### config.mk
export PLATFORM = sky130hd
export DESIGN_NAME = vmask_pack_unit
export DESIGN_NICKNAME = d
export VERILOG_FILES = /design/src/rtl/vmpk_pkg.sv /design/src/rtl/vmpk_ctrl.sv /design/src/rtl/vmpk_pack_dp.sv /design/src/rtl/vmask_pack_unit.sv
export SDC_FILE = /design/constraint.sdc
export NUM_CORES = 1
export LEC_CHECK = 0
export CORE_MARGIN = 8
export CORE_UTILIZATION = 30
export CTS_CLUSTER_SIZE = 8
export DETAILED_ROUTE_END_ITERATION = 10
export DONT_BUFFER_PORTS = 1
export GPL_TIMING_DRIVEN = 0
export HOLD_SLACK_MARGIN = 0.08
export SYNTH_ARGS = -nofsm -noshare
export SYNTH_HDL_FRONTEND = slang
export SYNTH_HIERARCHICAL = 1
export SYNTH_SLANG_ARGS = --single-unit
### constraint.sdc
create_clock -name clk -period 5.8 [get_ports clk]
set_clock_uncertainty 0.05 [all_clocks]
set_input_delay 0.58 -clock clk [delete_from_list [all_inputs] [get_ports clk]]
set_output_delay 0.58 -clock clk [all_outputs]
set_load 0.03 [all_outputs]
### src/rtl/vmpk_pkg.sv
package vmpk_pkg;
  typedef enum logic [1:0] {
    ST_IDLE = 2'd0,
    ST_RUN  = 2'd1,
    ST_DONE = 2'd2
  } vmpk_state_e;

  typedef enum logic {
    OP_COMPRESS = 1'b0,
    OP_EXPAND   = 1'b1
  } vmpk_op_e;
endpackage

### src/rtl/vmpk_ctrl.sv
module vmpk_ctrl
  import vmpk_pkg::*;
#(
  parameter int VLEN_MAX = 8,
  parameter int LEN_W    = 4,
  parameter int IDX_W    = 3
) (
  input  logic             clk,
  input  logic             rst_n,
  input  logic             start_i,
  input  logic [LEN_W-1:0] vlen_i,
  output logic             load_o,
  output logic             step_o,
  output logic [IDX_W-1:0] idx_o,
  output logic             busy_o,
  output logic             done_o
);
  vmpk_state_e      state_q, state_d;
  logic [IDX_W-1:0] idx_q, idx_d;
  logic [LEN_W-1:0] lim_q, lim_d;
  logic [LEN_W-1:0] vlen_eff;
  logic             last;

  // lengths beyond capacity clamp
  assign vlen_eff = (vlen_i > LEN_W'(VLEN_MAX)) ? LEN_W'(VLEN_MAX) : vlen_i;
  assign last     = ((LEN_W'(idx_q) + LEN_W'(1)) == lim_q);
  assign load_o   = (state_q == ST_IDLE) && start_i;
  assign step_o   = (state_q == ST_RUN);

  always_comb begin
    state_d = state_q;
    idx_d   = idx_q;
    lim_d   = lim_q;
    case (state_q)
      ST_IDLE: if (start_i) begin
        idx_d   = '0;
        lim_d   = vlen_eff;
        state_d = (vlen_eff == '0) ? ST_DONE : ST_RUN;
      end
      ST_RUN: begin
        idx_d = idx_q + IDX_W'(1);
        if (last) state_d = ST_DONE;
      end
      ST_DONE: state_d = ST_IDLE;
      default: state_d = ST_IDLE;
    endcase
  end

  always_ff @(posedge clk or negedge rst_n) begin
    if (!rst_n) begin
      state_q <= ST_IDLE;
      idx_q   <= '0;
      lim_q   <= '0;
    end else begin
      state_q <= state_d;
      if (load_o || step_o) idx_q <= idx_d;
      if (load_o) lim_q <= lim_d;
    end
  end

  assign idx_o  = idx_q;
  assign busy_o = (state_q == ST_RUN);
  assign done_o = (state_q == ST_DONE);
endmodule

### src/rtl/vmpk_pack_dp.sv
module vmpk_pack_dp
  import vmpk_pkg::*;
#(
  parameter int VLEN_MAX = 8,
  parameter int ELEM_W   = 8,
  parameter int LEN_W    = 4,
  parameter int IDX_W    = 3
) (
  input  logic                       clk,
  input  logic                       rst_n,
  input  logic                       load_i,
  input  logic                       step_i,
  input  logic [IDX_W-1:0]           idx_i,
  input  logic                       op_i,
  input  logic [VLEN_MAX-1:0]        mask_i,
  input  logic [VLEN_MAX*ELEM_W-1:0] src_i,
  input  logic [VLEN_MAX*ELEM_W-1:0] dst_i,
  output logic [VLEN_MAX*ELEM_W-1:0] result_o,
  output logic [LEN_W-1:0]           count_o
);
  logic [ELEM_W-1:0] src_q [VLEN_MAX];
  logic [ELEM_W-1:0] res_q [VLEN_MAX];
  logic [ELEM_W-1:0] res_d [VLEN_MAX];
  logic [VLEN_MAX-1:0] mask_q;
  vmpk_op_e            op_q;
  logic [LEN_W-1:0]    cnt_q, cnt_d;
  logic [IDX_W-1:0]    pk_idx, wr_addr;
  logic [ELEM_W-1:0]   wr_data;
  logic                hit;

  assign hit     = step_i && mask_q[idx_i];
  assign pk_idx  = cnt_q[IDX_W-1:0];
  assign wr_addr = (op_q == OP_COMPRESS) ? pk_idx : idx_i;
  assign wr_data = (op_q == OP_COMPRESS) ? src_q[idx_i] : src_q[pk_idx];
  assign cnt_d   = load_i ? '0 : cnt_q + LEN_W'(hit);

  always_ff @(posedge clk or negedge rst_n) begin
    if (!rst_n) begin
      mask_q <= '0;
      op_q   <= OP_COMPRESS;
      cnt_q  <= '0;
    end else begin
      if (load_i) begin
        mask_q <= mask_i;
        op_q   <= vmpk_op_e'(op_i);
      end
      if (load_i || hit) cnt_q <= cnt_d;
    end
  end

  for (genvar g = 0; g < VLEN_MAX; g++) begin : g_slot
    always_comb begin
      res_d[g] = res_q[g];
      if (load_i)
        res_d[g] = dst_i[g*ELEM_W +: ELEM_W];
      else if (hit && (wr_addr == IDX_W'(g)))
        res_d[g] = wr_data;
    end

    always_ff @(posedge clk or negedge rst_n) begin
      if (!rst_n) begin
        src_q[g] <= '0;
        res_q[g] <= '0;
      end else begin
        if (load_i) src_q[g] <= src_i[g*ELEM_W +: ELEM_W];
        if (load_i || hit) res_q[g] <= res_d[g];
      end
    end

    assign result_o[g*ELEM_W +: ELEM_W] = res_q[g];
  end

  assign count_o = cnt_q;
endmodule

### src/rtl/vmask_pack_unit.sv
module vmask_pack_unit #(
  parameter int ELEM_W   = 8,
  parameter int VLEN_MAX = 8,
  parameter int LEN_W    = $clog2(VLEN_MAX + 1)
) (
  input  logic                       clk,
  input  logic                       rst_n,
  input  logic                       start_i,
  input  logic                       op_i,
  input  logic [LEN_W-1:0]           vlen_i,
  input  logic [VLEN_MAX-1:0]        mask_i,
  input  logic [VLEN_MAX*ELEM_W-1:0] src_i,
  input  logic [VLEN_MAX*ELEM_W-1:0] dst_i,
  output logic                       busy_o,
  output logic                       done_o,
  output logic [VLEN_MAX*ELEM_W-1:0] result_o,
  output logic [LEN_W-1:0]           packed_len_o
);
  localparam int IDX_W = (VLEN_MAX > 1) ? $clog2(VLEN_MAX) : 1;

  logic             load, step;
  logic [IDX_W-1:0] idx;

  vmpk_ctrl #(
    .VLEN_MAX(VLEN_MAX), .LEN_W(LEN_W), .IDX_W(IDX_W)
  ) u_ctrl (
    .clk(clk), .rst_n(rst_n), .start_i(start_i), .vlen_i(vlen_i),
    .load_o(load), .step_o(step), .idx_o(idx),
    .busy_o(busy_o), .done_o(done_o)
  );

  vmpk_pack_dp #(
    .VLEN_MAX(VLEN_MAX), .ELEM_W(ELEM_W), .LEN_W(LEN_W), .IDX_W(IDX_W)
  ) u_dp (
    .clk(clk), .rst_n(rst_n), .load_i(load), .step_i(step), .idx_i(idx),
    .op_i(op_i), .mask_i(mask_i), .src_i(src_i), .dst_i(dst_i),
    .result_o(result_o), .count_o(packed_len_o)
  );
endmodule

=== After elaboration in Yosys (flattened, before gate mapping) ===
Index checks and enable logic that the tools add are counted.

* ROM bits: 0
* Memories kept: 0
* Memory bits (writable): 0
* Latch bits: 0
* Register bits after elaboration: 150
* Input bits: 144
* Output and inout bits: 70

* Divide/modulo/power cells: 0
* Add/sub/neg operators: 3
* Multipliers: 0
* Eq/ne operators: 12
* Shift operators: 0
* Reductions and logical operators: 35
* Bitwise gates (word level): 2
* Mux-type cells: 34
* Magnitude comparators: 4

{| class="wikitable"
|+ Operator list
! kind !! number
|-
| 8-bit two-way mux || 21
|-
| 8-bit binary-select mux with 3-bit select || 2
|-
| 2-bit AND reduction || 9
|-
| 2-bit nonzero test || 9
|-
| 3-bit == test, second input constant || 4
|-
| 1-bit logical AND || 10
|-
| 4-bit >= comparator, second input constant || 2
|-
| 4-bit two-way mux || 2
|-
| 3-bit inverter with 4-bit output || 2
|-
| 3-bit by 2-bit == test with 1-bit output, second input constant || 2
|-
| 2-bit two-way mux || 3
|-
| 3-bit two-way mux || 2
|-
| 3-bit one-hot mux with 2 select lines || 1
|-
| 3-bit AND reduction || 2
|-
| 3-bit by 1-bit adder with 4-bit output, second input constant || 1
|-
| 4-bit by 1-bit adder with 4-bit output || 1
|-
| 4-bit == test || 1
|-
| 4-bit > comparator, second input constant || 1
|-
| 4-bit zero test || 1
|-
| 3-bit by 4-bit less-than comparator with 1-bit output, second input constant || 1
|-
| 2-bit inequality test, second input constant || 2
|-
| 2-bit one-hot mux with 2 select lines || 1
|-
| 3-bit by 1-bit adder with 3-bit output, second input constant || 1
|-
| 1-bit binary-select mux with 3-bit select || 1
|-
| other kinds (7) || 8
|}

=== Longest topological paths before layout ===
Gate-level depths: netlist of the first run.

* Depth after elaboration: 7
* Mapped depth: 10
* Mapped depth without buffers: 9

=== Cells and area by module ===
The synthesis of the first run kept the hierarchy.

{| class="wikitable"
|+ Modules (own cells, without submodules)
! module !! instances !! seq. area each (um^2) !! cells an instance !! area each (um^2)
|-
| vmpk_pack_dp || 1 || 3528.4 || 603 || 7114.3
|-
| vmpk_ctrl || 1 || 225.2 || 43 || 494.2
|}

=== Worst setup path before layout of the first run ===
Ideal clock, no wire load.

* Path kind: input -> register
* Start: input port start_i
* End: register u_dp.res_q (netlist bit u_dp/result_o[10])
* Library setup time: 0.126 ns
* Path buffers: 3
* Data required time: 5.624 ns
* Path slack: 3.195 ns
* Arrival time: 2.429 ns
* Stages: 9
* Cells stage by stage: or3b_1 buf_2 inv_1 clkbuf_1 inv_1 nand2_1 clkbuf_1 o22ai_1 a221o_1

* Word-level cells in the longest chain between the ends: 3

{| class="wikitable"
|+ RTL lines
! what !! line !! RTL
|-
| start, declared || vmask_pack_unit.sv:8 || <nowiki>input logic start_i,</nowiki>
|-
| 1-bit logical AND * || vmpk_ctrl.sv:27 || <nowiki>assign load_o = (state_q == ST_IDLE) && start_i;</nowiki>
|-
| named net load || vmask_pack_unit.sv:21 || <nowiki>logic load, step;</nowiki>
|-
| 2-bit nonzero test (no source line) / 1-bit logical OR (equally long branches) || -- ||
|-
| 2-bit AND reduction (no source line) || -- ||
|-
| end signal, assigned by index || vmpk_pack_dp.sv:66 || <nowiki>if (load_i || hit) res_q[g] <= res_d[g];</nowiki>
|-
| end, declared || vmpk_pack_dp.sv:22 || <nowiki>logic [ELEM_W-1:0] res_q [VLEN_MAX];</nowiki>
|}

The timed path passes the listed nets; every way through them passes the cells marked *.
A chain may end at the register's enable or synchronous reset.

=== Worst setup path after layout of the first run ===
* Start: register u_ctrl.state_q[0]
* End: register u_dp.res_q (netlist bit u_dp/result_o[34])

{| class="wikitable"
|+ RTL lines
! what !! line !! RTL
|-
| start, declared || vmpk_ctrl.sv:18 || <nowiki>vmpk_state_e state_q, state_d;</nowiki>
|-
| start signal, assigned || vmpk_ctrl.sv:55 || <nowiki>state_q <= state_d;</nowiki>
|-
| 2-bit zero test * || vmpk_ctrl.sv:27 ||
|-
| 1-bit logical AND * || vmpk_ctrl.sv:27 ||
|-
| named net load || vmask_pack_unit.sv:21 ||
|-
| 2-bit nonzero test (no source line) / 1-bit logical OR (equally long branches) || -- ||
|-
| 2-bit AND reduction (no source line) || -- ||
|}

Marks and branches as above.

==> impl_results.rst, run 1 <==
.. list-table::
   :header-rows: 1

   * - Metric
     - Value
   * - Run status
     - finished, final reports clean
   * - Max capacitance violation total
     - 0
   * - Launch point of the worst path
     - u_ctrl/state_q[0]$_DFFE_PN0P_
   * - Power density cells
     - about 700 nW/um2
   * - First-pass GRT wire length
     - 37,160 um
   * - Final-report setup violation count
     - 0
   * - Fillers
     - approximately 2.5k
   * - Origin of the critical flop-to-flop path
     - u_ctrl/state_q[0]$_DFFE_PN0P_
   * - Total of flip-flops plus latches after synthesis
     - 150
   * - Mapped Nets
     - 793
   * - Total number of vias
     - about 5.5k
   * - Peak ir drop on the vdd network
     - between 0.2 and 0.25 mV
   * - Utilization after layout
     - around 35%
   * - Post-route fraction of the period consumed by the critical path
     - 58.57%
   * - Number of antenna violations at the first check in global routing
     - 15
   * - Setup TNS
     - 0 ns
   * - Vert. Die Dim
     - 175.3 um
   * - NumNets Final
     - just over 800
   * - Antenna viol nets, final
     - 0
   * - Min cycle time layout
     - between 3 and 4 ns
   * - Area overhead of the layout relative to synthesis
     - 13.88%
   * - CP required
     - just over 6 ns
   * - Mapped Cells
     - roughly 650
   * - Vias/cell
     - roughly 5.4
   * - Core area
     - 25,040 um2
   * - RSZ-0062 raised after global routing
     - no
   * - Number of non-filler instances in the completed layout
     - 1,015
   * - Core Rows
     - 58
   * - Bufs on Longest Clock Path
     - 2
   * - TritonRoute pass-1 iters
     - 5
   * - Clock tree root driver cell
     - sky130_fd_sc_hd__clkbuf_16
   * - Register area share after synthesis
     - 49.33%
   * - Number of cells in the design after placement
     - 976
   * - Minimum setup slack after placement
     - around 2.2 ns
   * - Syn_area_per_cell
     - 11.78 um2
   * - Number of clock buffers inserted by TritonCTS
     - 17
   * - Area share of the largest cell type after synthesis
     - 49.33%
   * - Count of synthesis-stage warnings from yosys
     - 6
   * - Clock slew at reported path FFs
     - about 0.06 ns
   * - Post-synth top flop
     - sky130_fd_sc_hd__dfrtp_1
   * - Highest clock frequency the design can meet
     - ~290 MHz
   * - Detailed-route wire length per cell
     - 25.09 um
   * - Critical Path Sink Type
     - register
   * - Die W
     - roughly 180 um
   * - Vias in the first global route
     - 5,683
   * - Max transition margin
     - under 10%
   * - Sinks on Clock Net
     - 150
   * - Setup CP Type
     - reg -> reg
   * - CTS tree
     - done
   * - H-tree depth
     - 4
   * - Critical path peak fanout
     - 10
   * - Placer Congestion
     - between 0.8 and 0.9
   * - Overall routed net length
     - between 20,000 and 30,000 um
   * - Detailed placement HPWL
     - 19,110 um
   * - Number of DRC violations after detailed-routing iteration 0
     - 435
   * - Most common cell after layout, fill and taps aside
     - sky130_fd_sc_hd__dfrtp_1
   * - Maximum number of pins on one net before global-route repair
     - around 150
   * - Count of input and output buffers
     - 0
   * - Startpoint types
     - register
   * - DIE AREA
     - just over 30,000 um2
   * - Leakage
     - 0.003654 uW
   * - Worst min path class
     - in -> async
   * - Starting density of the core
     - a little under a third
   * - Layout cell share with drive strength beyond 1
     - about a fifth
   * - Latest clock arrival within the worst-skew pair
     - 0.43 ns
   * - Total grt overflow
     - 0
   * - Async set-reset flop share out of synthesis
     - between 90% and 100%
   * - Final Hold Fails
     - 0
   * - Global-route usage over all layers
     - 16.22%
   * - Top library cells by usage in the layout, fill and taps aside
     - sky130_fd_sc_hd__dfrtp_1 (150), sky130_fd_sc_hd__mux2_2 (77), sky130_fd_sc_hd__mux2i_1 (71)
   * - Cell taking the most area after synthesis
     - sky130_fd_sc_hd__dfrtp_1
   * - Number of distinct library cells after synthesis
     - 48
   * - Number of synthesized flops with an enable pin
     - 0
   * - Num ports
     - 214
   * - Worst path setup slack after routing
     - 2.403 ns
   * - Detailed-route DRC error count
     - 0
   * - Number of max-slew violations in the final report
     - 0
   * - Post-Synthesis Cell Area
     - roughly 7600 um2
   * - Slew @ Worst Pin
     - around 1.4 ns
   * - Arrival time reported for the critical path endpoint
     - 3.64 ns
   * - Top area cells in the synthesized netlist
     - sky130_fd_sc_hd__dfrtp_1 (49%), sky130_fd_sc_hd__mux2_2 (11%), sky130_fd_sc_hd__mux2i_1 (9.3%)
metrics by stage:
| stage | area (um2) | total power, uW | hold slack (ns) |
|---|---|---|---|
| floorplan | 7609 | 4180 | 0.2344 |
| global placement | 8021 | 4959 | 0.2408 |
| detailed placement | 8021 | 5027 | 0.2411 |
| CTS | 8650 | 6210 | 0.1514 |
| global route | 8657 | 6536 | 0.1439 |
| finish | 8665 | 6176 | 0.1010 |
kinds of logic after synthesis:
group | count (synthesis) | synth area share, %
AOI/OAI and AO/OA | 142 | 15.13
xor gates and xnor gates | 5 | 0.7729
DFF | 150 | 49.33
adders and majority gates | 3 | 0.4934
buffers and inverters | 46 | 2.565
muxes | 149 | 20.93
and+or+nand+nor | 151 | 10.77
what timing repair did:
item / 4_1_cts / 5_1_grt
gates resized for setup: 0 / 0
endpoints found under the hold margin: 150 / 0
setup buffers: 0 / 0
hold buffers: 1 / 0
flip-flops by register name (all words and copies together), names as in the netlist:
| register | cells |
|---|---|
| u_ctrl/idx_o | 3 |
| u_ctrl/state_q | 2 |
| u_ctrl/lim_q | 4 |
| u_dp/src_q | 64 |
| u_dp/mask_q | 8 |
| u_dp/count_o | 4 |
| u_dp/op_q | 1 |
| u_dp/result_o | 64 |
path summary, 6_finish.rpt:
path	endpoint	slack, ns	cells past startpoint
max	u_dp/result_o[34]$_DFFE_PN0P_	2.40	9
min	u_dp/result_o[39]$_DFFE_PN0P_	0.10	1
max reg2reg	u_dp/result_o[34]$_DFFE_PN0P_	2.40	9
min reg2reg	u_dp/mask_q[4]$_DFFE_PN0P_	0.46	1
max in group asynchronous	u_dp/count_o[2]$_DFFE_PN0P_	5.00	1
min in group clk	u_dp/op_q$_DFFE_PN0P_	0.23	2
cell type report:
type                            instances  area (um2)  share of cell area (%)
Clock buffer                           21       450.4                   5.199
Buffer                                 42       180.2                   2.079
Sequential cell                       150        3754                   43.32
Tap cell                              330       412.9                   4.765
Timing Repair Buffer                    1       27.53                  0.3177
Antenna cell                            6       15.01                  0.1733
Multi-Input combinational cell        450        3660                   42.24
Inverter                                4       15.01                  0.1733
Clock inverter                         11       150.1                   1.733
power breakdown:
| part | total [uW] | switching [uW] | internal [uW] |
|---|---|---|---|
| clock network | 1140 | 449 | 690 |
| logic | 2590 | 1480 | 1110 |
| registers | 2440 | 885 | 1560 |
metal layers:
metal,global-route usage [%],routed length [um]
met1,19.58,10290
met2,26.29,12230
met3,6.657,2427
met4,4.451,388
met5,0,127
cell usage after synthesis, types with 3 or more instances:
library cell and n:
sky130_fd_sc_hd__and3_1 4, sky130_fd_sc_hd__o22ai_1 9, sky130_fd_sc_hd__nor2b_1 6, sky130_fd_sc_hd__buf_2 12, sky130_fd_sc_hd__nand4_1 3, sky130_fd_sc_hd__a22o_1 12, sky130_fd_sc_hd__buf_1 3, sky130_fd_sc_hd__a31oi_1 6
sky130_fd_sc_hd__ha_1 3, sky130_fd_sc_hd__o211ai_1 7, sky130_fd_sc_hd__and2_1 56, sky130_fd_sc_hd__clkbuf_1 25, sky130_fd_sc_hd__a221o_1 42, sky130_fd_sc_hd__a22oi_1 27, sky130_fd_sc_hd__a21o_1 3, sky130_fd_sc_hd__inv_1 4
sky130_fd_sc_hd__mux2i_1 71, sky130_fd_sc_hd__o21ai_0 15, sky130_fd_sc_hd__nand3_1 7, sky130_fd_sc_hd__mux2_2 77, sky130_fd_sc_hd__nor2_1 14, sky130_fd_sc_hd__xnor2_1 3, sky130_fd_sc_hd__nand2b_1 10, sky130_fd_sc_hd__dfrtp_1 150
sky130_fd_sc_hd__a21oi_1 6, sky130_fd_sc_hd__o22a_1 5, sky130_fd_sc_hd__nand2_1 39
critical path: stages (launching register included):
cell	delay, ns
sky130_fd_sc_hd__dfrtp_1	0.41
sky130_fd_sc_hd__or3b_1	0.38
sky130_fd_sc_hd__buf_2	0.18
sky130_fd_sc_hd__inv_1	0.09
sky130_fd_sc_hd__clkbuf_1	0.38
sky130_fd_sc_hd__inv_1	0.28
sky130_fd_sc_hd__nand2_1	0.25
sky130_fd_sc_hd__clkbuf_1	0.38
sky130_fd_sc_hd__o22ai_1	0.44
sky130_fd_sc_hd__a221o_1	0.43
Note: power is estimated with default switching activity, not from simulation.
==> run 2: changes to the inputs <==
- clock period: 5.8 -> 3.2 ns (I/O delays scaled with it)
==> run 2 against run 1 <==
Effect of this change: the flow now finishes with violations (hold timing); flip-flop and latch count unchanged; global-route usage up 0.72 points; maximum frequency up 8.8%; non-clock buffer count up 132; via count up 10%; worst hold slack worse by 0.56 ns; power up 84%; clock power up 81%; critical path type unchanged; largest power group unchanged; highest routed layer unchanged.
==> impl_results.rst, run 2 (synthesized netlist as in run 1, its figures left out) <==
.. list-table::
   :header-rows: 1

   * - Metric
     - Value
   * - Cell at the slowest stage of the critical path
     - sky130_fd_sc_hd__o22ai_1
   * - Number of non-filler instances in the completed layout
     - 1,142 (+13%)
   * - TritonRoute pass-1 iters
     - 5 (unchanged)
   * - Final Hold Fails
     - 150 (+150)
   * - Min cycle time layout
     - 3.122 ns (-0.2758 ns)
   * - Layout cell share with drive strength beyond 1
     - 16.03% (-2.7 points)
   * - Clock power share
     - 18.2% (-0.2 points)
   * - Setup CP Type
     - reg -> reg
   * - Path depth of the worst reg2reg path
     - 7 (-2)
   * - Total grt overflow
     - 0 (unchanged)
   * - Detailed-route wire length per cell
     - 23.06 um (-8.1%)
   * - Critical Path Sink Type
     - register
   * - DIE AREA
     - 30,710 um2 (unchanged)
   * - Core area
     - 25,040 um2 (unchanged)
   * - Switching power
     - 5129 uW (+82%)
   * - CTS tree
     - done
   * - Latest clock arrival within the worst-skew pair
     - 0.42 ns (about the same)
   * - Number of DRC violations after detailed-routing iteration 0
     - 453 (+4.1%)
   * - Switching Share
     - 45.24% (-0.32 points)
   * - Final hold slack
     - -0.4563 ns (-0.5573 ns)
   * - Violated checks
     - hold timing
   * - Bufs on Longest Clock Path
     - 2 (unchanged)
   * - Count of input and output buffers
     - 0 (unchanged)
   * - Number of antenna violations at the first check in global routing
     - 3 (-12)
   * - Slew @ Worst Pin
     - 1.400 ns (+0.009579 ns)
   * - Power density cells
     - 1137 nW/um2 (+59%)
   * - First-pass GRT wire length
     - 39,800 um (+7.1%)
   * - Placer Congestion
     - 0.8038 (unchanged)
   * - Detailed placement HPWL
     - 19,110 um (unchanged)
   * - Clock slew at reported path FFs
     - 0.06 ns (about the same)
   * - Part of the total power dissipated in sequential elements
     - 39.2% (-0.4 points)
   * - Starting density of the core
     - 30.39% (unchanged)
   * - Arrival time reported for the critical path endpoint
     - 3.42 ns (-0.22 ns)
   * - Critical path peak fanout
     - 10 (unchanged)
   * - Critical path, cell by cell
     - buf_2 > buf_2 > mux2i_1 > a22oi_1 > nand2_1 > o22ai_1 > a221o_1
   * - Sinks on Clock Net
     - 150 (unchanged)
   * - Internal Power
     - 6208 uW (+85%)
   * - Logic gate share of total power
     - 42.6% (+0.6 points)
   * - Leakage
     - 0.004211 uW (+15%)
   * - Crit-path max cell delay
     - 1.03 ns (+0.59 ns)
   * - Origin of the critical flop-to-flop path
     - u_dp/count_o[0]$_DFFE_PN0P_
   * - Final-report setup violation count
     - 0 (unchanged)
   * - Max transition margin
     - 6.638% (-0.64 points)
   * - Register-to-register path setup slack
     - 0.08 ns (-2.32 ns)
   * - Area overhead of the layout relative to synthesis
     - 31.06%
   * - Number of max-slew violations in the final report
     - 0 (unchanged)
   * - Maximum number of pins on one net before global-route repair
     - 151 (unchanged)
   * - Detailed-route DRC error count
     - 0 (unchanged)
   * - Global-route usage over all layers
     - 16.94% (+0.72 points)
   * - Utilization after layout
     - 39.83% (+5.2 points)
   * - Antenna viol nets, final
     - 0 (unchanged)
   * - Most frequent cell on the critical path
     - sky130_fd_sc_hd__buf_2
   * - Core Rows
     - 58 (unchanged)
   * - Top library cells by usage in the layout, fill and taps aside
     - sky130_fd_sc_hd__dfrtp_1 (150), sky130_fd_sc_hd__dlygate4sd3_1 (134), sky130_fd_sc_hd__mux2_2 (77)
   * - Num ports
     - 214 (unchanged)
   * - NumNets Final
     - 945 (+16%)
   * - Clock tree root driver cell
     - sky130_fd_sc_hd__clkbuf_16
   * - Total number of vias
     - 6,094 (+10%)
   * - Run status
     - complete, but fails checks
   * - Die W
     - 175.3 um (unchanged)
   * - Peak ir drop on the vdd network
     - 0.4509 mV (+87%)
   * - RSZ-0062 raised after global routing
     - yes
   * - Overall routed net length
     - 26,330 um (+3.4%)
   * - Worst min path class
     - in -> async
   * - Highest clock frequency the design can meet
     - 320.4 MHz (+8.8%)
   * - Vias in the first global route
     - 6,453 (+14%)
   * - Vert. Die Dim
     - 175.3 um (unchanged)
   * - Reg2reg end
     - u_dp/result_o[61]$_DFFE_PN0P_
   * - H-tree depth
     - 4 (unchanged)
   * - Most common cell after layout, fill and taps aside
     - sky130_fd_sc_hd__dfrtp_1
   * - Startpoint types
     - register
   * - Max capacitance violation total
     - 0 (unchanged)
   * - Number of clock buffers inserted by TritonCTS
     - 17 (unchanged)
   * - Vias/cell
     - 5.336 (-1.9%)
   * - Number of cells in the design after placement
     - 976 (unchanged)
   * - CP required
     - 3.50 ns (-2.55 ns)
   * - Post-route fraction of the period consumed by the critical path
     - 97.55% (+39 points)
-- run 2: repair_timing --
item,CTS,global route
endpoints found under the hold margin,284,151
hold buffers,133,1
gates resized for setup,1,7
setup buffers,0,0
setup endpoints to repair,77,66
-- run 2: power groups by stage --
stage	sequential [uW]	clock (uW)	combinational [uW]
global placement	4450	0	4540
CTS	4450	2110	4800
global route	4570	2180	5230
detailed placement	4490	0	4630
floorplan	4140	0	3440
finish	4440	2060	4830
-- run 2: worst max-delay path: cells and delay by family, from the launching register on --
family	cells	cell delay, ns
AO/OA/AOI/OAI	3	1.58
buffers and inverters	2	0.63
flip-flops	1	0.57
multiplexers	1	0.13
AND/OR/NAND/NOR	1	0.08
-- run 2: cell type report --
| cell class | count | area, um2 |
|---|---|---|
| fill | 2404 | 15060 |
| sequential | 150 | 3754 |
| multi-input combinational | 450 | 3666 |
| timing repair buffer | 134 | 1341 |
| clock buffer | 21 | 450.4 |
| tap | 330 | 412.9 |
| buffer | 41 | 180.2 |
| clock inverter | 11 | 150.1 |
| inverter | 4 | 15.01 |
| antenna | 1 | 2.502 |
-- run 2: worst max-delay path by stage --
stage                                   from                       endpoint  slack (ns)  cells after the start
2_1_floorplan  u_ctrl/state_q[1]$_DFFE_PN0P_    u_dp/count_o[2]$_DFFE_PN0P_        0.74                     10
3_3_place_gp   u_ctrl/state_q[0]$_DFFE_PN0P_  u_dp/result_o[10]$_DFFE_PN0P_       -0.23                      9
3_5_place_dp   u_ctrl/state_q[0]$_DFFE_PN0P_  u_dp/result_o[10]$_DFFE_PN0P_       -0.23                      9
4_1_cts        u_ctrl/state_q[0]$_DFFE_PN0P_  u_dp/result_o[28]$_DFFE_PN0P_      -0.003                      8
5_1_grt          u_dp/count_o[0]$_DFFE_PN0P_  u_dp/result_o[61]$_DFFE_PN0P_       -0.03                      7
6_report         u_dp/count_o[0]$_DFFE_PN0P_  u_dp/result_o[61]$_DFFE_PN0P_        0.08                      7
-- run 2: layer usage --
metal / share of wire [%] / vias up / routed length [um] / GRT usage (%)
li1: - / 2731 / - / -
met1: 42 / 3074 / 11000 / 21.15
met2: 48 / 255 / 12750 / 27.86
met3: 8.1 / 32 / 2121 / 5.261
met4: 1.7 / 2 / 459 / 4.733
met5: 0.030 / - / 8 / 0
-- run 2: stage by stage --
stage	setup WS (ns)	instance area [um2]	hold WS, ns	total power [uW]	setup TNS [ns]
2_1_floorplan	0.7378	7609	-0.02559	7576	0
3_3_place_gp	-0.2318	8021	-0.01920	8989	-4.808
3_5_place_dp	-0.2350	8021	-0.01893	9112	-6.010
4_1_cts	-0.002975	9956	-0.4751	11370	-0.007570
5_1_grt	-0.03359	9972	-0.4780	11970	-0.1653
6_report	0.07847	9972	-0.4563	11340	0
==> run 3: changes to the inputs <==
- clock period: 3.2 -> 3.71 ns (I/O delays scaled with it)
==> run 3 against run 2 <==
Effect of this change: the flow still finishes with violations (hold timing); critical path depth up 2; utilization shrank 1.8 points; sequential power down 14%; count of clock-buffer cells in the layout did not move; worst hold slack improved by 0.049 ns; global-route usage decreased by 0.35 points; final cell count down 3.6%; setup slack better by 0.23 ns; first-iteration DRC count fell by 0.88%; power is 14% lower; maximum frequency fell by 8.3%; largest power group unchanged.
==> impl_results.rst, run 3 (synthesized netlist as in run 1, its figures left out) <==
.. list-table::
   :header-rows: 1

   * - Metric
     - Value
   * - Sinks on Clock Net
     - 150 (unchanged)
   * - Logic gate share of total power
     - 42.2% (-0.4 points)
   * - Clock slew at reported path FFs
     - 0.06 ns (about the same)
   * - Setup CP Type
     - reg -> reg
   * - Number of max-slew violations in the final report
     - 0 (unchanged)
   * - Area overhead of the layout relative to synthesis
     - 25.16%
   * - Placer Congestion
     - 0.8038 (unchanged)
   * - # resized after CTS
     - 0 (-1)
   * - Arrival time reported for the critical path endpoint
     - 3.66 ns (+0.24 ns)
   * - Bufs on Longest Clock Path
     - 2 (unchanged)
   * - Latest clock arrival within the worst-skew pair
     - 0.43 ns (about the same)
   * - Clock power share
     - 18.3% (about the same)
   * - CP required
     - 3.96 ns (+0.46 ns)
   * - Most common cell after layout, fill and taps aside
     - sky130_fd_sc_hd__dfrtp_1
   * - Run status
     - complete, but fails checks
   * - Violated checks
     - hold timing
   * - Startpoint types
     - register
   * - Power density cells
     - 1019 nW/um2 (-10%)
   * - Crit-path max cell delay
     - 0.44 ns (-0.59 ns)
   * - Cell at the slowest stage of the critical path
     - sky130_fd_sc_hd__o22ai_1
   * - TritonRoute pass-1 iters
     - 6 (+1)
   * - Peak ir drop on the vdd network
     - 0.3821 mV (-15%)
   * - DIE AREA
     - 30,710 um2 (unchanged)
   * - Switching Share
     - 45.24% (about the same)
   * - Max capacitance violation total
     - 0 (unchanged)
   * - Area after detailed placement
     - 8021 um2 (unchanged)
   * - Vias/cell
     - 5.323 (-0.24%)
   * - Number of clock buffers inserted by TritonCTS
     - 17 (unchanged)
   * - Number of DRC violations after detailed-routing iteration 0
     - 449 (-0.88%)
   * - Global-route usage over all layers
     - 16.59% (-0.35 points)
   * - Starting density of the core
     - 30.39% (unchanged)
   * - Count of input and output buffers
     - 0 (unchanged)
   * - Setup TNS
     - 0 ns (unchanged)
   * - Post-CTS Hold Buffers
     - 89 (-33%)
   * - Leakage
     - 0.004013 uW (-4.7%)
   * - Number of cells in the design after placement
     - 976 (unchanged)
   * - Clock tree root driver cell
     - sky130_fd_sc_hd__clkbuf_16
   * - Die W
     - 175.3 um (unchanged)
   * - Total number of vias
     - 5,861 (-3.8%)
   * - Vert. Die Dim
     - 175.3 um (unchanged)
   * - Number of antenna violations at the first check in global routing
     - 5 (+2)
   * - Detailed-route DRC error count
     - 0 (unchanged)
   * - Vias in the first global route
     - 6,177 (-4.3%)
   * - Total grt overflow
     - 0 (unchanged)
   * - Utilization after layout
     - 38.04% (-1.8 points)
   * - Number of buffers and inverters on the critical path
     - 5 (+3)
   * - H-tree depth
     - 4 (unchanged)
   * - RSZ-0062 raised after global routing
     - no
   * - NumNets Final
     - 901 (-4.7%)
   * - Num ports
     - 214 (unchanged)
   * - Number of non-filler instances in the completed layout
     - 1,101 (-3.6%)
   * - Detailed placement HPWL
     - 19,110 um (unchanged)
   * - Top library cells by usage in the layout, fill and taps aside
     - sky130_fd_sc_hd__dfrtp_1 (150), sky130_fd_sc_hd__dlygate4sd3_1 (89), sky130_fd_sc_hd__mux2_2 (77)
   * - Min cycle time layout
     - 3.406 ns (+0.2843 ns)
   * - Final-report setup violation count
     - 0 (unchanged)
   * - Detailed-route wire length per cell
     - 23.44 um (+1.6%)
   * - Antenna viol nets, final
     - 0 (unchanged)
   * - Layout cell share with drive strength beyond 1
     - 16.43% (+0.40 points)
   * - Slew @ Worst Pin
     - 1.384 ns (-0.01654 ns)
   * - Maximum number of pins on one net before global-route repair
     - 151 (unchanged)
   * - Final Hold Fails
     - 150 (unchanged)
   * - Critical path peak fanout
     - 10 (unchanged)
   * - Max transition margin
     - 7.741% (+1.1 points)
   * - Family with the most delay on the worst path
     - buffers and inverters
   * - Switching power
     - 4392 uW (-14%)
   * - Part of the total power dissipated in sequential elements
     - 39.4% (+0.2 points)
   * - Final design area excluding fillers
     - 9523 um2 (-4.5%)
   * - Post-route fraction of the period consumed by the critical path
     - 91.80% (-5.7 points)
   * - CTS tree
     - done
   * - Core Rows
     - 58 (unchanged)
   * - Internal Power
     - 5316 uW (-14%)
   * - Critical Path Sink Type
     - register
   * - Highest clock frequency the design can meet
     - 293.6 MHz (-8.3%)
   * - Worst min path class
     - in -> async
   * - Core area
     - 25,040 um2 (unchanged)
   * - Final hold slack
     - -0.4070 ns (+0.04932 ns)
   * - First-pass GRT wire length
     - 38,740 um (-2.7%)
   * - Critical path, cell by cell
     - or3b_1 > buf_2 > inv_1 > clkbuf_1 > inv_1 > nand2_1 > clkbuf_1 > o22ai_1 > a221o_1
   * - Overall routed net length
     - 25,810 um (-2.0%)
## run 3: layer usage
layer | GRT usage (%) | vias to the layer above | wire length [um]
met2 | 27.20 | 224 | 12560
met5 | 0 | - | 8
li1 | - | 2648 | -
met4 | 4.733 | 2 | 417
met3 | 5.068 | 21 | 1939
met1 | 20.81 | 2966 | 10880
## run 3: power groups by stage
stage | clock (uW) | combinational, uW | sequential (uW)
floorplan | 0 | 2960 | 3570
global placement | 0 | 3920 | 3840
detailed placement | 0 | 3990 | 3870
CTS | 1820 | 4090 | 3840
global route | 1880 | 4450 | 3930
finish | 1780 | 4100 | 3830
## run 3: worst paths after layout
check                                               from                             to  slack, ns  depth (start not counted)
max in group asynchronous                          rst_n     u_dp/src_q[24]$_DFFE_PN0P_       3.71                          0
hold reg to reg               u_dp/mask_q[4]$_DFFE_PN0P_     u_dp/mask_q[4]$_DFFE_PN0P_       0.46                          1
setup / recovery           u_ctrl/state_q[0]$_DFFE_PN0P_  u_dp/result_o[34]$_DFFE_PN0P_       0.30                          9
hold / removal                                     rst_n  u_dp/result_o[39]$_DFFE_PN0P_      -0.41                          0
setup reg to reg           u_ctrl/state_q[0]$_DFFE_PN0P_  u_dp/result_o[34]$_DFFE_PN0P_       0.30                          9
min in group clk                               vlen_i[3]    u_ctrl/lim_q[1]$_DFFE_PN0P_       0.10                          2
## run 3: area by class of cell
| class | count | area [um2] |
|---|---|---|
| clock inverter | 11 | 150.1 |
| antenna | 4 | 10.01 |
| timing repair buffer | 89 | 890.9 |
| fill | 2448 | 15510 |
| multi-input combinational | 450 | 3660 |
| clock buffer | 21 | 450.4 |
| tap | 330 | 412.9 |
| inverter | 4 | 15.01 |
| buffer | 42 | 180.2 |
| sequential | 150 | 3754 |
## run 3: repair_timing
item	in CTS	in global routing
endpoints found under the hold margin	239	150
setup endpoints to repair	0	0
setup buffers	0	0
## run 3: per-stage QoR
step / hold WS (ns) / power (uW) / setup slack, ns
after detailed placement: 0.03207 / 7859 / 0.2750
final: -0.4070 / 9708 / 0.3042
after floorplan: 0.02541 / 6535 / 1.248
after global routing: -0.4270 / 10260 / 0.004857
after CTS: -0.4241 / 9755 / 0.2407
after global placement: 0.03180 / 7753 / 0.2782
